### src/rtl/tsq_pkg.sv
package tsq_pkg;
  localparam int NDIR   = 2;
  localparam int DIR_RX = 0;
  localparam int DIR_TX = 1;

  // word slot inside one eight-word direction window
  typedef enum logic [2:0] {
    W_CTRL = 3'd0,
    W_STAT = 3'd1,
    W_SCR0 = 3'd2,
    W_SCR1 = 3'd3,
    W_REC0 = 3'd4,
    W_REC1 = 3'd5,
    W_REC2 = 3'd6,
    W_REC3 = 3'd7
  } word_e;
endpackage

### src/rtl/tsq_addr_dec.sv
module tsq_addr_dec
  import tsq_pkg::*;
#(
  parameter int ADDR_W = 8,
  parameter logic [ADDR_W-1:0] RX_BASE = 8'h40,
  parameter logic [ADDR_W-1:0] TX_BASE = 8'h60
) (
  input  logic [ADDR_W-1:0] addr,
  output logic [NDIR-1:0]   hit,
  output word_e             sel
);
  localparam int WIN_LSB = 5;
  logic aligned;

  assign aligned = (addr[1:0] == 2'b00);
  assign hit[DIR_RX] = aligned && (addr[ADDR_W-1:WIN_LSB] == RX_BASE[ADDR_W-1:WIN_LSB]);
  assign hit[DIR_TX] = aligned && (addr[ADDR_W-1:WIN_LSB] == TX_BASE[ADDR_W-1:WIN_LSB]);
  assign sel = word_e'(addr[WIN_LSB-1:2]);
endmodule

### src/rtl/tsq_dir_regs.sv
module tsq_dir_regs
  import tsq_pkg::*;
#(
  parameter int DATA_W = 32,
  parameter int REC_W  = 128,
  parameter int CNT_W  = 8
) (
  input  logic              clk,
  input  logic              rst_n,
  input  logic              wr_en,
  input  word_e             sel,
  input  logic [DATA_W-1:0] wdata,
  input  logic              q_valid,
  input  logic [REC_W-1:0]  q_data,
  input  logic [CNT_W-1:0]  q_count,
  output logic              q_ready,
  output logic              q_flush,
  output logic [DATA_W-1:0] rd_word,
  output logic              done_o
);
  localparam int N_WORDS = REC_W / DATA_W;
  localparam int N_SCR   = 2;

  logic [DATA_W-1:0] ctrl_q;
  logic [DATA_W-1:0] scr_q [N_SCR];
  logic [REC_W-1:0]  rec_q;
  logic              pending_q;
  logic              done_q;
  logic              ctrl_wr, arm, cancel;

  assign ctrl_wr = wr_en && (sel == W_CTRL);
  assign arm     = ctrl_wr && wdata[0] && !ctrl_q[0];
  assign cancel  = ctrl_wr && !wdata[0];
  assign q_flush = ctrl_q[1];
  assign q_ready = pending_q && q_valid && !cancel && !q_flush;
  assign done_o  = done_q;

  always_ff @(posedge clk) begin
    if (!rst_n) begin
      ctrl_q    <= '0;
      pending_q <= 1'b0;
      done_q    <= 1'b0;
      rec_q     <= '0;
    end else begin
      if (ctrl_wr) ctrl_q <= wdata;
      if (cancel || q_flush)  pending_q <= 1'b0;
      else if (arm)           pending_q <= 1'b1;
      else if (q_ready)       pending_q <= 1'b0;
      if (cancel)             done_q <= 1'b0;
      else if (q_ready)       done_q <= 1'b1;
      if (q_ready)            rec_q <= q_data;
    end
  end

  for (genvar s = 0; s < N_SCR; s++) begin : g_scr
    always_ff @(posedge clk) begin
      if (!rst_n) scr_q[s] <= '0;
      else if (wr_en && (sel == word_e'(int'(W_SCR0) + s))) scr_q[s] <= wdata;
    end
  end

  logic [1:0] rec_idx;
  assign rec_idx = sel[1:0];

  always_comb begin
    unique case (sel)
      W_CTRL: rd_word = {ctrl_q[DATA_W-1:1], done_q};
      W_STAT: rd_word = {{(DATA_W-CNT_W){1'b0}}, q_count};
      W_SCR0: rd_word = scr_q[0];
      W_SCR1: rd_word = scr_q[1];
      default: rd_word = rec_q[(N_WORDS-1-int'(rec_idx))*DATA_W +: DATA_W];
    endcase
  end
endmodule

### src/rtl/tsq_rd_mux.sv
module tsq_rd_mux
  import tsq_pkg::*;
#(
  parameter int DATA_W = 32
) (
  input  logic              clk,
  input  logic              rst_n,
  input  logic              rd,
  input  logic [NDIR-1:0]   hit,
  input  logic [DATA_W-1:0] word_rx,
  input  logic [DATA_W-1:0] word_tx,
  output logic [DATA_W-1:0] rdata
);
  logic [DATA_W-1:0] nxt;

  always_comb begin
    if (hit[DIR_RX])      nxt = word_rx;
    else if (hit[DIR_TX]) nxt = word_tx;
    else                  nxt = '0;
  end

  always_ff @(posedge clk) begin
    if (!rst_n)  rdata <= '0;
    else if (rd) rdata <= nxt;
  end
endmodule

### src/rtl/tsq_regbank.sv
module tsq_regbank
  import tsq_pkg::*;
#(
  parameter int ADDR_W = 8,
  parameter int DATA_W = 32,
  parameter int REC_W  = 128,
  parameter int CNT_W  = 8,
  parameter logic [ADDR_W-1:0] RX_BASE = 8'h40,
  parameter logic [ADDR_W-1:0] TX_BASE = 8'h60
) (
  input  logic              clk,
  input  logic              rst_n,
  input  logic              bus_wr,
  input  logic              bus_rd,
  input  logic [ADDR_W-1:0] bus_addr,
  input  logic [DATA_W-1:0] bus_wdata,
  output logic [DATA_W-1:0] bus_rdata,
  input  logic              rxq_valid,
  output logic              rxq_ready,
  input  logic [REC_W-1:0]  rxq_data,
  input  logic [CNT_W-1:0]  rxq_count,
  output logic              rxq_flush,
  input  logic              txq_valid,
  output logic              txq_ready,
  input  logic [REC_W-1:0]  txq_data,
  input  logic [CNT_W-1:0]  txq_count,
  output logic              txq_flush
);
  logic [NDIR-1:0]   hit;
  word_e             sel;
  logic [NDIR-1:0]   valid_v, ready_v, flush_v, done_v;
  logic [REC_W-1:0]  data_v  [NDIR];
  logic [CNT_W-1:0]  count_v [NDIR];
  logic [DATA_W-1:0] word_v  [NDIR];

  assign valid_v          = {txq_valid, rxq_valid};
  assign data_v[DIR_RX]   = rxq_data;
  assign data_v[DIR_TX]   = txq_data;
  assign count_v[DIR_RX]  = rxq_count;
  assign count_v[DIR_TX]  = txq_count;
  assign rxq_ready        = ready_v[DIR_RX];
  assign txq_ready        = ready_v[DIR_TX];
  assign rxq_flush        = flush_v[DIR_RX];
  assign txq_flush        = flush_v[DIR_TX];

  tsq_addr_dec #(.ADDR_W(ADDR_W), .RX_BASE(RX_BASE), .TX_BASE(TX_BASE)) u_dec (
    .addr(bus_addr), .hit(hit), .sel(sel)
  );

  for (genvar d = 0; d < NDIR; d++) begin : g_dir
    tsq_dir_regs #(.DATA_W(DATA_W), .REC_W(REC_W), .CNT_W(CNT_W)) u_regs (
      .clk(clk), .rst_n(rst_n),
      .wr_en(bus_wr && hit[d]), .sel(sel), .wdata(bus_wdata),
      .q_valid(valid_v[d]), .q_data(data_v[d]), .q_count(count_v[d]),
      .q_ready(ready_v[d]), .q_flush(flush_v[d]),
      .rd_word(word_v[d]), .done_o(done_v[d])
    );
  end

  tsq_rd_mux #(.DATA_W(DATA_W)) u_rd (
    .clk(clk), .rst_n(rst_n), .rd(bus_rd), .hit(hit),
    .word_rx(word_v[DIR_RX]), .word_tx(word_v[DIR_TX]), .rdata(bus_rdata)
  );
endmodule

### config.mk
export PLATFORM = sky130hd
export DESIGN_NAME = tsq_regbank
export DESIGN_NICKNAME = d
export VERILOG_FILES = /design/src/rtl/tsq_pkg.sv /design/src/rtl/tsq_addr_dec.sv /design/src/rtl/tsq_dir_regs.sv /design/src/rtl/tsq_rd_mux.sv /design/src/rtl/tsq_regbank.sv
export SDC_FILE = /design/constraint.sdc
export NUM_CORES = 1
export LEC_CHECK = 0
export BUFFER_PORTS_ARGS = -buffer_cell sky130_fd_sc_hd__buf_2
export CORE_MARGIN = 5
export CORE_UTILIZATION = 30
export DETAILED_ROUTE_END_ITERATION = 12
export PLACE_DENSITY = 0.47
export SLEW_MARGIN = 10
export SYNTH_ARGS = -nofsm -noshare
export SYNTH_HDL_FRONTEND = slang
export SYNTH_HIERARCHICAL = 1
export SYNTH_SLANG_ARGS = --single-unit
### constraint.sdc
create_clock -name clk -period 5 [get_ports clk]
set_clock_uncertainty 0.15 [all_clocks]
set_input_delay 0.75 -clock clk [delete_from_list [all_inputs] [get_ports clk]]
set_output_delay 0.75 -clock clk [all_outputs]
set_load 0.01 [all_outputs]
## After elaboration in Yosys (flattened, before gate mapping)

Memories as Yosys holds them, arrays and structs flattened.
Cells that the tools add are included.
W data, S select, Z words.

- Add/subtract/negate cells: 1
- Eq/ne operators: 5
- Shift-type cells: 2
- Muxes and demuxes: 25
- Bitwise gates (word level): 5
- Reductions and logical operators: 39

Operators by type and width:

| operator | count |
|---|---|
| $pmux W32 S4 | 2 |
| $shiftx A128 B32 Y32 | 2 |
| $mux W32 | 6 |
| $logic_and A1 B1 Y1 | 22 |
| $mux W1 | 17 |
| $eq A3 B2 Y1 const B | 4 |
| $reduce_or A2 Y1 | 4 |
| $logic_not A1 Y1 | 7 |
| $or A1 B1 Y1 | 4 |
| $reduce_bool A2 Y1 | 2 |
| $eq A3 B1 Y1 const B | 1 |
| $logic_not A3 Y1 | 1 |
| $sub A2 B2 Y3 const A | 1 |
| $logic_not A2 Y1 | 1 |
| $logic_or A1 B1 Y1 | 2 |
| $not A1 Y1 | 1 |

- Register bits: 356
- RAM bits: 128
- Bits of input ports: 318
- Output and inout port bits: 36
- Logic and storage cells: 88
- Memories: 2

Memory list:

| memory | words | bits a word | read ports | clocked after memory_dff | write ports | line | text |
|---|---|---|---|---|---|---|---|
| g_dir[0].u_regs.scr_q | 2 | 32 | 2 | 0 | 2 | tsq_dir_regs.sv:25 | `logic [DATA_W-1:0] scr_q [N_SCR];` |
| g_dir[1].u_regs.scr_q | 2 | 32 | 2 | 0 | 2 | tsq_dir_regs.sv:25 |  |

## Depth between registers and ports, before layout

Gate-level depths: netlist (run 1).

- Depth in word-level cells: 10
- Depth in mapped cells: 9
- Gate-level depth less buffers: 6

## By module

Netlist (run 1), hierarchy kept.

By module, submodules not included:

| module | instances | cells each | area each (um^2) | sequential area each (um^2) |
|---|---|---|---|---|
| tsq_dir_regs | 2 | 1003 | 10460.0 | 5165.0 |
| tsq_rd_mux | 1 | 180 | 1493.9 | 640.6 |
| tsq_addr_dec | 1 | 6 | 66.3 | 0.0 |
| tsq_regbank | 1 | 2 | 12.5 | 0.0 |

## Worst setup path before layout (run 1)

No wires, ideal clock.

- Path kind: input-to-reg
- From: input port bus_addr[7]
- To: memory g_dir[1].u_regs.scr_q[0][0] (enable)
- Library setup time: 0.466 ns
- Arrival: 3.872 ns
- Required time: 4.384 ns
- Setup slack: 0.512 ns
- Stages: 5
- Path buffers: 0
- Path through: nand2b_4 nor4b_4 and2_1 nand3b_1 o21ai_0

RTL lines:

| what | line | text |
|---|---|---|
| start: declaration | tsq_regbank.sv:15 | `input logic [ADDR_W-1:0] bus_addr,` |
| end: declaration | tsq_dir_regs.sv:25 |  |

## Worst setup path in the final report (run 1)

- From: input port bus_addr[1]
- To: output port rxq_ready

- Longest elaborated chain between the ends: 8

RTL lines:

| what | line | text |
|---|---|---|
| $logic_not A2 Y1 | tsq_addr_dec.sv:15 | `assign aligned = (addr[1:0] == 2'b00);` |
| $logic_and A1 B1 Y1 | tsq_addr_dec.sv:16 | `assign hit[DIR_RX] = aligned && (addr[ADDR_W-1:WIN_LSB] == RX_BASE[ADDR_W-1:WIN_LSB]);` |
| via hit[0] | tsq_regbank.sv:29 | `logic [NDIR-1:0] hit;` |
| $logic_and A1 B1 Y1 | tsq_regbank.sv:53 | `.wr_en(bus_wr && hit[d]), .sel(sel), .wdata(bus_wdata),` |
| $logic_and A1 B1 Y1 | tsq_dir_regs.sv:31 | `assign ctrl_wr = wr_en && (sel == W_CTRL);` |
| $logic_and A1 B1 Y1 | tsq_dir_regs.sv:33 | `assign cancel = ctrl_wr && !wdata[0];` |
| $logic_not A1 Y1 | tsq_dir_regs.sv:35 | `assign q_ready = pending_q && q_valid && !cancel && !q_flush;` |
| $logic_and A1 B1 Y1 (2 in series) | tsq_dir_regs.sv:35 |  |
| end: declaration | tsq_regbank.sv:19 | `output logic rxq_ready,` |

The timed path passes the listed nets, and every way through them passes these cells.

==> results of run 1 <==
power groups by stage:
stage	logic (mW)	clock network, mW	registers (mW)
final	0.625	4.03	4.11
after global routing	0.683	4.33	4.11
after CTS	0.635	4.19	4.11
after detailed placement	0.634	0	4.20
after global placement	0.633	0	4.19
after floorplan	0.330	0	4.19
state kept, by name (all words and copies together) (netlist names):
signal	count
g_dir.u_regs/ctrl_q	64
g_dir.u_regs/done_o	2
g_dir.u_regs/pending_q	2
g_dir.u_regs/rec_q	256
g_dir.u_regs/scr_q	128
u_rd/rdata	32
final cells by class:
class,count,share of cell area [%]
well taps,969,4.54
inverters,10,0.141
repair buffers,385,7.81
clock inverters,13,0.407
diodes,7,0.0656
flip-flops and latches,484,41.1
multi-input cells,1513,39.7
clock buffers,89,6.32
layout by cell type, fill, tap and decap left out, types with 2 or more instances in the layout:
master and instances:
nand2_1 708, dfxtp_1 356, buf_2 349, mux2i_1 304, and2_1 128, edfxtp_1 128
mux4_2 80, a21oi_1 64, clkbuf_16 58, mux2_2 52, o2bb2ai_1 48, nand3b_1 36
a31oi_1 32, buf_4 29, clkbuf_1 19, o21ai_1 18, clkbuf_8 14, o21ai_0 14
inv_1 8, diode_2 7, clkinv_1 7, clkinv_2 6, nor4_1 6, o21ai_4 4
nor3_2 4, buf_12 4, nor4b_4 3, bufinv_16 2, a21oi_4 2, or4b_1 2
nor2_1 2, a2bb2oi_1 2, a211oi_1 2
metrics by stage:
stage / hold WS (ns) / area [µm²] / util [%] / total power, mW / cells
finish: 0.245 / 26700 / 35.9 / 8.77 / 3470
global route: 0.220 / 26700 / 35.9 / 9.13 / 3464
floorplan: 0.281 / 22500 / - / 4.52 / 2194
detailed placement: 0.293 / 24900 / 33.4 / 4.83 / 3361
global placement: 0.289 / 24900 / 33.4 / 4.83 / 3361
CTS: 0.193 / 26700 / 35.9 / 8.93 / 3463
logic make-up after synthesis:
kind of cell | count (synthesis)
multiplexers | 436
buffers and inverters | 197
flip-flops | 484
AND/OR/NAND/NOR | 891
AO/OA/AOI/OAI | 186
path summary, 6_finish.rpt:
kind                            slack, ns                      start                   endpoint
worst max-delay path                 1.56                bus_addr[1]                  rxq_ready
worst min-delay path                 0.25               txq_data[59]  g_dir[1].u_regs/rec_q[59]
worst max register to register       2.71  g_dir[1].u_regs/ctrl_q[1]  g_dir[1].u_regs/rec_q[26]
worst min register to register       0.30  g_dir[0].u_regs/rec_q[56]  g_dir[0].u_regs/rec_q[56]
critical path: cells and delay by family:
family | cells | cell delay, ns
buffers and inverters | 2 | 0.31
and+or+nand+nor | 3 | 1.29
AOI/OAI and AO/OA | 1 | 0.17
layer usage:
metal,routed length [µm],vias up
li1,-,8082
met1,35500,8090
met2,29400,506
met3,4980,97
met4,1630,4
met5,27,-
==> flow_metrics.py, run 1 <==
metrics = {
    "placement": {
        "dpl.hpwl_um": 48400,
        "place_congestion": 0.765,
        "pre_cts_ws_ns": 1.53,
        "portBuffers": 353,
    },
    "timing": {
        "rsz0062_at_grt": "false",
        "final.setup.tns_ns": 0,
        "relSlewSlack_pct": 25.4,
        "fin_crit_ns": 3.44,
        "drv_slew": 0,
        "finalCritPeriodShare_pct": 68.7,
        "setup_ws_ns": 1.56,
        "setup_violations": 0,
        "final_hold_viol_count": 0,
        "fmax_ghz": 0.291,
        "tightestPinTransition_ns": 1.12,
    },
    "setup_path": {
        "cp_data_required_time_ns": 4.10,
        "crit_type": "input port to output pin",
        "r2r_cells": 4,
        "cp_slowest_cell": "nor4_2",
        "cpMostUsedCell": "buf_2",
        "cp_max_fo": 3,
        "arrival_ns": 2.54,
        "crit_chain": "buf_2 > nor4_2 > and2_1 > nor4b_4 > a21oi_4 > buf_2",
        "startpoint_type": "input port",
        "endpoint_kind": "output pin",
        "critPathMaxStageDelay_ns": 0.57,
    },
    "grt": {
        "grt_pass1_wl_um": 107000,
        "first_global_vias": 16900,
        "antenna_found_initial": 16,
        "grt_max_degree": 198,
        "met3_usage_pct": 3.61,
        "use_met2_pct": 24.5,
        "grt_busiest_layer": "met1",
        "track_usage_pct": 17.0,
        "globalRouteMet1Util_pct": 26.0,
        "overflow": 0,
    },
    "logic_synthesis": {
        "synth-compound-area-share_pct": 5.17,
        "async_flop_share_pct": 0,
        "synth-edff-count": 128,
        "ys_ff_latch": 484,
        "synth_fa_ha_area_share_pct": 0,
        "syn_inst": 2194,
        "syn_nets": 2512,
        "yosysWarnings": 6,
        "syn_area_um2": 22500,
        "synthSimpleGateAreaFrac_pct": 17.4,
        "yosys.cell_count.top_type": "nand2_1",
        "synthTopCellsByArea": "dfxtp_1 (32%), edfxtp_1 (17%), mux2i_1 (14%)",
        "ys_seq_area_share_pct": 48.8,
        "synth_top_area_cell": "dfxtp_1",
        "synth_top_family_by_area": "multiplexers",
        "synth-xor-area-share_pct": 0,
        "ys_types": 28,
        "avgSynthCellArea_um2": 10.3,
        "synthFlopType": "dfxtp_1",
        "synth.top_cell.area_share_pct": 31.7,
        "synth_common_cells": "nand2_1 (708), dfxtp_1 (356), mux2i_1 (304)",
        "muxShareOfSynthArea_pct": 24.1,
    },
    "hold_path": {
        "hold_path_class": "input port to flip-flop",
        "holdPathStages": 3,
    },
    "route": {
        "firstDrtPassIters": 7,
        "antenna_left": 0,
        "wl_um": 71500,
        "via_per_inst": 4.84,
        "vias": 16800,
        "drcViolationCount": 0,
        "wire_per_inst_um": 20.6,
        "drt_first_iter_violations": 882,
    },
    "clock_network": {
        "cts_buffer_depth": 3,
        "clk_latency_ns": 0.60,
        "clkSinkCount": 484,
        "hold_buffers": 0,
        "cts-htree-levels": 2,
        "root_buffer": "clkbuf_16",
        "clkTransAtPathRegs_ns": 0.06,
        "post_cts_resized": 0,
        "tritoncts": "built",
        "cts_buffers": 55,
        "cts_setup_buffers": 0,
    },
    "pwr": {
        "power_leakage_nw": 9.78,
        "power_switching_mw": 2.05,
        "p_seq_share_pct": 46.9,
        "power_frac_comb_pct": 7.1,
        "clkPwrFrac_pct": 46.0,
        "ir_worst_vdd_uv": 237,
        "swShare_pct": 23.3,
        "p_per_area_nw_per_um2": 328,
        "power.internal_mw": 6.72,
    },
    "job": {
        "drv_cap": 0,
    },
    "floorplanning": {
        "core-area_um2": 74400,
        "start_util_pct": 30.2,
        "rows": 100,
        "top_level_ports": 354,
        "die_w_um": 284,
        "die_h_um": 284,
        "die-area_um2": 80600,
    },
    "finish": {
        "drive_gt1_share_pct": 24.5,
        "multi_input_comb_area_um2": 10600,
        "area_delta_synth_final_pct": 18.8,
        "seq_area_um2": 11000,
        "nFillCells": 7535,
        "nets": 2767,
    },
    "run_status": {
        "status": "complete, no violations",
    },
}
Note: power is estimated with default switching activity, not from simulation.
==> run 2: changes to the inputs <==
==> constraint.sdc (replaced) <==
create_clock -name clk -period 3.3 [get_ports clk]
set_clock_uncertainty 0.15 [all_clocks]
set_input_delay 0.495 -clock clk [delete_from_list [all_inputs] [get_ports clk]]
set_output_delay 0.495 -clock clk [all_outputs]
set_load 0.01 [all_outputs]
==> run 2 against run 1 <==
Sequential share of layout area shrank 4.2 points; utilization grew 4.1 points; first-iteration DRC count grew 13%; cell area grew 11%; via count grew 5.7%; sequential power grew 51%; critical endpoint unchanged; largest cell class unchanged; largest power group is now the clock network.
==> flow_metrics.py, run 2 (same netlist as run 1, synthesis figures left out) <==
metrics = {
    "clock_network": {
        "cts-htree-levels": 2,
        "clkSinkCount": 484,
        "post_cts_resized": 0,
        "clkTransAtPathRegs_ns": 0.06,
        "cts_buffers": 56,
        "clk_latency_ns": 0.60,
        "tritoncts": "built",
        "cts_buffer_depth": 3,
        "root_buffer": "clkbuf_16",
    },
    "setup_path": {
        "path_buf_inv": 2,
        "critPathMaxStageDelay_ns": 0.46,
        "path_depth": 6,
        "rrSetupSlack_ns": 0.93,
        "crit-reg2reg-launch": "g_dir[1].u_regs/ctrl_q[1]",
        "cp_data_required_time_ns": 2.65,
        "cpMostUsedCell": "buf_2",
        "crit_chain": "buf_2 > nor4_2 > and2_1 > nor4b_4 > a21oi_4 > buf_2",
        "arrival_ns": 2.11,
        "cp_max_fo": 5,
        "crit_family": "simple AND/OR/NAND/NOR gates",
        "crit_path_start": "bus_addr[1]",
        "cp_slowest_cell": "nor4_2",
        "crit_type": "input port to output pin",
        "r2r_end": "g_dir[1].u_regs/rec_q[40]",
        "startpoint_type": "input port",
        "r2r_cells": 4,
        "endpoint_kind": "output pin",
    },
    "finish": {
        "area_delta_synth_final_pct": 32.2,
        "nFillCells": 7145,
        "final_cell_mix": "nand2_1 (708), dfxtp_1 (356), buf_2 (349)",
        "nets": 3049,
        "top_register": "g_dir.u_regs/rec_q",
        "drive_gt1_share_pct": 23.2,
        "fin_util_pct": 40.0,
        "seq_area_um2": 11000,
        "largest_reg_flops": 256,
        "reg_top3": "g_dir.u_regs/rec_q x256, g_dir.u_regs/scr_q x128, g_dir.u_regs/ctrl_q x64",
        "multi_input_comb_area_um2": 10600,
        "stdcell_count": 3751,
        "layout_commonest_cell": "nand2_1",
    },
    "grt": {
        "grt_max_degree": 181,
        "first_global_vias": 18200,
        "track_usage_pct": 17.6,
        "overflow": 0,
        "grt_pass1_wl_um": 112000,
        "antenna_found_initial": 18,
    },
    "route": {
        "route.met3.wl_um": 4650,
        "drt_first_iter_violations": 1000,
        "antenna_left": 0,
        "wl_met2_um": 31700,
        "wire_per_inst_um": 19.5,
        "drcViolationCount": 0,
        "via_per_inst": 4.73,
        "vias": 17700,
        "firstDrtPassIters": 7,
        "met1_length_um": 35500,
        "wl_um": 73200,
        "routed.top_layer": "met5",
    },
    "hold_path": {
        "min_to": "g_dir[0].u_regs/ctrl_q[15]",
        "hp-start": "bus_wdata[15]",
        "holdPathStages": 3,
        "hold_path_class": "input port to flip-flop",
    },
    "pwr": {
        "ir_worst_vdd_uv": 346,
        "p_per_area_nw_per_um2": 466,
        "power_leakage_nw": 11.1,
    },
    "floorplanning": {
        "die-area_um2": 80600,
        "top_level_ports": 354,
        "die_h_um": 284,
        "die_w_um": 284,
        "rows": 100,
        "start_util_pct": 30.2,
        "core-area_um2": 74400,
    },
    "timing": {
        "drv_slew": 0,
        "setup_ws_ns": 0.550,
        "fmax_ghz": 0.364,
        "fin_crit_ns": 2.75,
        "whs_ns": 0.0490,
        "final_hold_viol_count": 0,
        "finalCritPeriodShare_pct": 83.3,
        "final.setup.tns_ns": 0,
        "tightestPinTransition_ns": 0.899,
        "rsz0062_at_grt": "false",
        "setup_violations": 0,
        "relSlewSlack_pct": 40.0,
    },
    "placement": {
        "pre_cts_ws_ns": 0.406,
        "dp.cells": 3380,
        "portBuffers": 353,
        "place_congestion": 0.769,
        "dpl.hpwl_um": 48900,
    },
    "job": {
        "drv_cap": 0,
    },
    "run_status": {
        "status": "complete, no violations",
    },
}
-- run 2: cell count changes in the layout (fill, tap and decap cells not counted) --
cell	delta
bufinv_16	+2
clkinv_1	-5
clkinv_4	+1
inv_6	+1
dlygate4sd3_1	+262
clkbuf_8	+4
buf_4	+7
clkbuf_1	-9
buf_12	+12
clkinv_2	+6
diode_2	-1
inv_4	+1
-- run 2: what timing repair did --
action	4_1_cts	5_1_grt
hold endpoints to repair	265	0
setup buffers	0	0
hold buffers	262	0
-- run 2: stage by stage --
stage / total power, mW / instance area [µm²]
floorplan: 6.85 / 22500
finish: 13.9 / 29700
global placement: 7.34 / 25200
detailed placement: 7.34 / 25200
CTS: 14.1 / 29700
global route: 14.4 / 29700
-- run 2: layout make-up --
class	instances	area share [%]
Sequential cell	484	36.9
Multi-Input combinational cell	1513	35.6
Timing Repair Buffer	666	16.8
Clock buffer	84	5.75
Tap cell	969	4.08
Clock inverter	19	0.686
Inverter	10	0.126
Antenna cell	6	0.0505
-- run 2: per-layer routing --
| metal | track usage (%) | vias up |
|---|---|---|
| met3 | 3.67 | 89 |
| met1 | 25.4 | 8488 |
| met4 | 3.90 | 6 |
| met5 | 0 | - |
| li1 | - | 8648 |
| met2 | 27.1 | 502 |
-- run 2: how the worst max path moves through the flow --
stage / endpoint / slack [ns]
final: rxq_ready / 0.55
after detailed placement: g_dir[1].u_regs/rec_q[102] / 0.41
after global placement: g_dir[1].u_regs/rec_q[67] / 0.44
after global routing: txq_ready / 0.47
after floorplan: g_dir[1].u_regs/scr_q[0][0] / -0.08
after CTS: rxq_ready / 0.55
-- run 2: report_power, final --
group | switching, mW | leakage [nW] | internal (mW)
combinational | 0.623 | 6.05 | 0.600
sequential | 0.0367 | 4.09 | 6.19
clock | 2.54 | 0.958 | 3.87
-- run 2: tightest hold or removal path, delay by kind of cell --
family | cells | cell delay (ns)
AOI/OAI and AO/OA | 1 | 0.05
buffers and inverters | 1 | 0.14
and+or+nand+nor | 1 | 0.06
==> run 3: changes to the inputs <==
==> constraint.sdc (replaced) <==
create_clock -name clk -period 2.6 [get_ports clk]
set_clock_uncertainty 0.15 [all_clocks]
set_input_delay 0.39 -clock clk [delete_from_list [all_inputs] [get_ports clk]]
set_output_delay 0.39 -clock clk [all_outputs]
set_load 0.01 [all_outputs]
==> run 3 against run 2 <==
Hold slack improved by 0.037 ns; non-clock buffer count increased by 82; count of clock-buffer cells in the layout increased by 3; sequential share of layout area decreased by 0.90 points; largest cell class unchanged; largest power group is now sequential cells; highest routed layer unchanged.
==> flow_metrics.py, run 3 (same netlist as run 1, synthesis figures left out) <==
metrics = {
    "run_status": {
        "status": "complete, no violations",
    },
    "route": {
        "wl_um": 74600,
        "via_per_inst": 4.71,
        "antenna_left": 0,
        "vias": 18000,
        "drcViolationCount": 0,
        "wire_per_inst_um": 19.5,
        "drt_first_iter_violations": 869,
        "firstDrtPassIters": 4,
    },
    "finish": {
        "nets": 3131,
        "area_delta_synth_final_pct": 35.5,
        "drive_gt1_share_pct": 23.5,
        "fin_area_um2": 30500,
        "largest_reg_flops": 256,
        "fin_util_pct": 40.9,
        "final_cell_mix": "nand2_1 (708), dfxtp_1 (356), buf_2 (349)",
        "nFillCells": 7168,
        "reg_top3": "g_dir.u_regs/rec_q x256, g_dir.u_regs/scr_q x128, g_dir.u_regs/ctrl_q x64",
        "top_register": "g_dir.u_regs/rec_q",
        "layout_commonest_cell": "nand2_1",
    },
    "clock_network": {
        "cts-htree-levels": 2,
        "clk_latency_ns": 0.60,
        "cts_buffers": 56,
        "clkTransAtPathRegs_ns": 0.06,
        "tritoncts": "built",
        "cts_buffer_depth": 3,
        "root_buffer": "clkbuf_16",
        "cts_setup_buffers": 0,
        "clkSinkCount": 484,
    },
    "job": {
        "drv_cap": 0,
    },
    "placement": {
        "place_congestion": 0.805,
        "portBuffers": 353,
        "pre_cts_ws_ns": -0.0688,
        "place_area_um2": 25600,
        "dpl.hpwl_um": 50700,
    },
    "timing": {
        "fmax_ghz": 0.396,
        "drv_slew": 0,
        "setup_violations": 0,
        "finalCritPeriodShare_pct": 97.2,
        "tightestPinTransition_ns": 0.745,
        "final_hold_viol_count": 0,
        "relSlewSlack_pct": 50.3,
        "rsz0062_at_grt": "false",
        "whs_ns": 0.0864,
        "fin_crit_ns": 2.53,
        "setup_ws_ns": 0.0734,
    },
    "setup_path": {
        "cp_data_required_time_ns": 2.06,
        "rrSetupSlack_ns": 0.25,
        "crit_chain": "dlygate4sd3_1 > buf_2 > inv_1 > a21oi_4 > buf_2",
        "cpMostUsedCell": "buf_2",
        "cp_max_fo": 6,
        "arrival_ns": 1.99,
        "endpoint_kind": "output pin",
        "critPathMaxStageDelay_ns": 0.56,
        "r2r_end": "g_dir[1].u_regs/rec_q[29]",
        "startpoint_type": "input port",
        "r2r_cells": 5,
        "crit_type": "input port to output pin",
        "crit-reg2reg-launch": "g_dir[1].u_regs/ctrl_q[1]",
        "cp_slowest_cell": "dlygate4sd3_1",
    },
    "floorplanning": {
        "top_level_ports": 354,
        "die-area_um2": 80600,
        "die_w_um": 284,
        "rows": 100,
        "die_h_um": 284,
        "core-area_um2": 74400,
        "start_util_pct": 30.2,
    },
    "pwr": {
        "power_switching_mw": 4.05,
        "power.internal_mw": 13.3,
        "power_leakage_nw": 11.5,
        "swShare_pct": 23.4,
        "fin_total_pwr_mw": 17.3,
        "clkPwrFrac_pct": 44.8,
        "ir_worst_vdd_uv": 418,
        "p_per_area_nw_per_um2": 568,
        "p_seq_share_pct": 45.6,
        "power_frac_comb_pct": 9.6,
    },
    "hold_path": {
        "hold_path_class": "input port to flip-flop",
        "min_to": "g_dir[0].u_regs/pending_q",
        "hp-start": "rxq_valid",
        "holdPathStages": 4,
    },
    "grt": {
        "antenna_found_initial": 13,
        "grt_pass1_wl_um": 115000,
        "overflow": 0,
        "grt_max_degree": 126,
        "first_global_vias": 19000,
        "track_usage_pct": 18.0,
    },
}
[run 3: cell type report]
| class | instances | area, µm² | area share [%] |
|---|---|---|---|
| sequential | 484 | 11000 | 36.0 |
| clock buffer | 87 | 1670 | 5.48 |
| clock inverter | 15 | 126 | 0.415 |
| antenna | 6 | 15.0 | 0.0493 |
| multi-input combinational | 1513 | 10600 | 34.8 |
| timing repair buffer | 748 | 5850 | 19.2 |
| inverter | 10 | 37.5 | 0.123 |
| tap | 969 | 1210 | 3.98 |
[run 3: power by group through the flow]
stage                     Clock [mW]  Sequential (mW)  Combinational (mW)
after detailed placement           0             8.06                1.31
final                           7.77             7.90                1.66
after global routing            8.33             7.91                1.80
after CTS                       8.04             7.90                1.67
after floorplan                    0             8.06               0.640
after global placement             0             8.06                1.30
[run 3: critical path, delay by kind of cell]
| kind | cells | cell delay (ns) |
|---|---|---|
| buffers and inverters | 4 | 1.16 |
| AO/OA/AOI/OAI | 1 | 0.42 |
[run 3: worst max-delay path by stage]
stage	start	depth (start not counted)	to
6_report	bus_wdata[0]	5	txq_ready
5_1_grt	bus_addr[1]	6	rxq_ready
4_1_cts	bus_addr[1]	6	rxq_ready
3_5_place_dp	bus_addr[1]	7	g_dir[0].u_regs/rec_q[54]
3_3_place_gp	bus_addr[1]	7	g_dir[0].u_regs/rec_q[55]
2_1_floorplan	bus_addr[7]	5	g_dir[1].u_regs/scr_q[0][0]
[run 3: through the flow]
stage,TNS [ns],cells
after floorplan,-5.97,2194
after global placement,-1.76,3415
after global routing,0,3827
after CTS,0,3826
after detailed placement,-2.45,3415
final,0,3832
[run 3: metal layers]
layer,routed length [µm],up-vias,global-route usage (%)
li1,-,8814,-
met1,36600,8696,26.5
met2,32300,445,27.5
met3,4420,85,3.78
met4,1170,8,3.60
met5,54,-,0
[run 3: repair_timing]
action,in CTS,in global routing
setup endpoints to repair,0,2
gates resized for setup,0,2
hold buffers,309,0
endpoints found under the hold margin,366,0
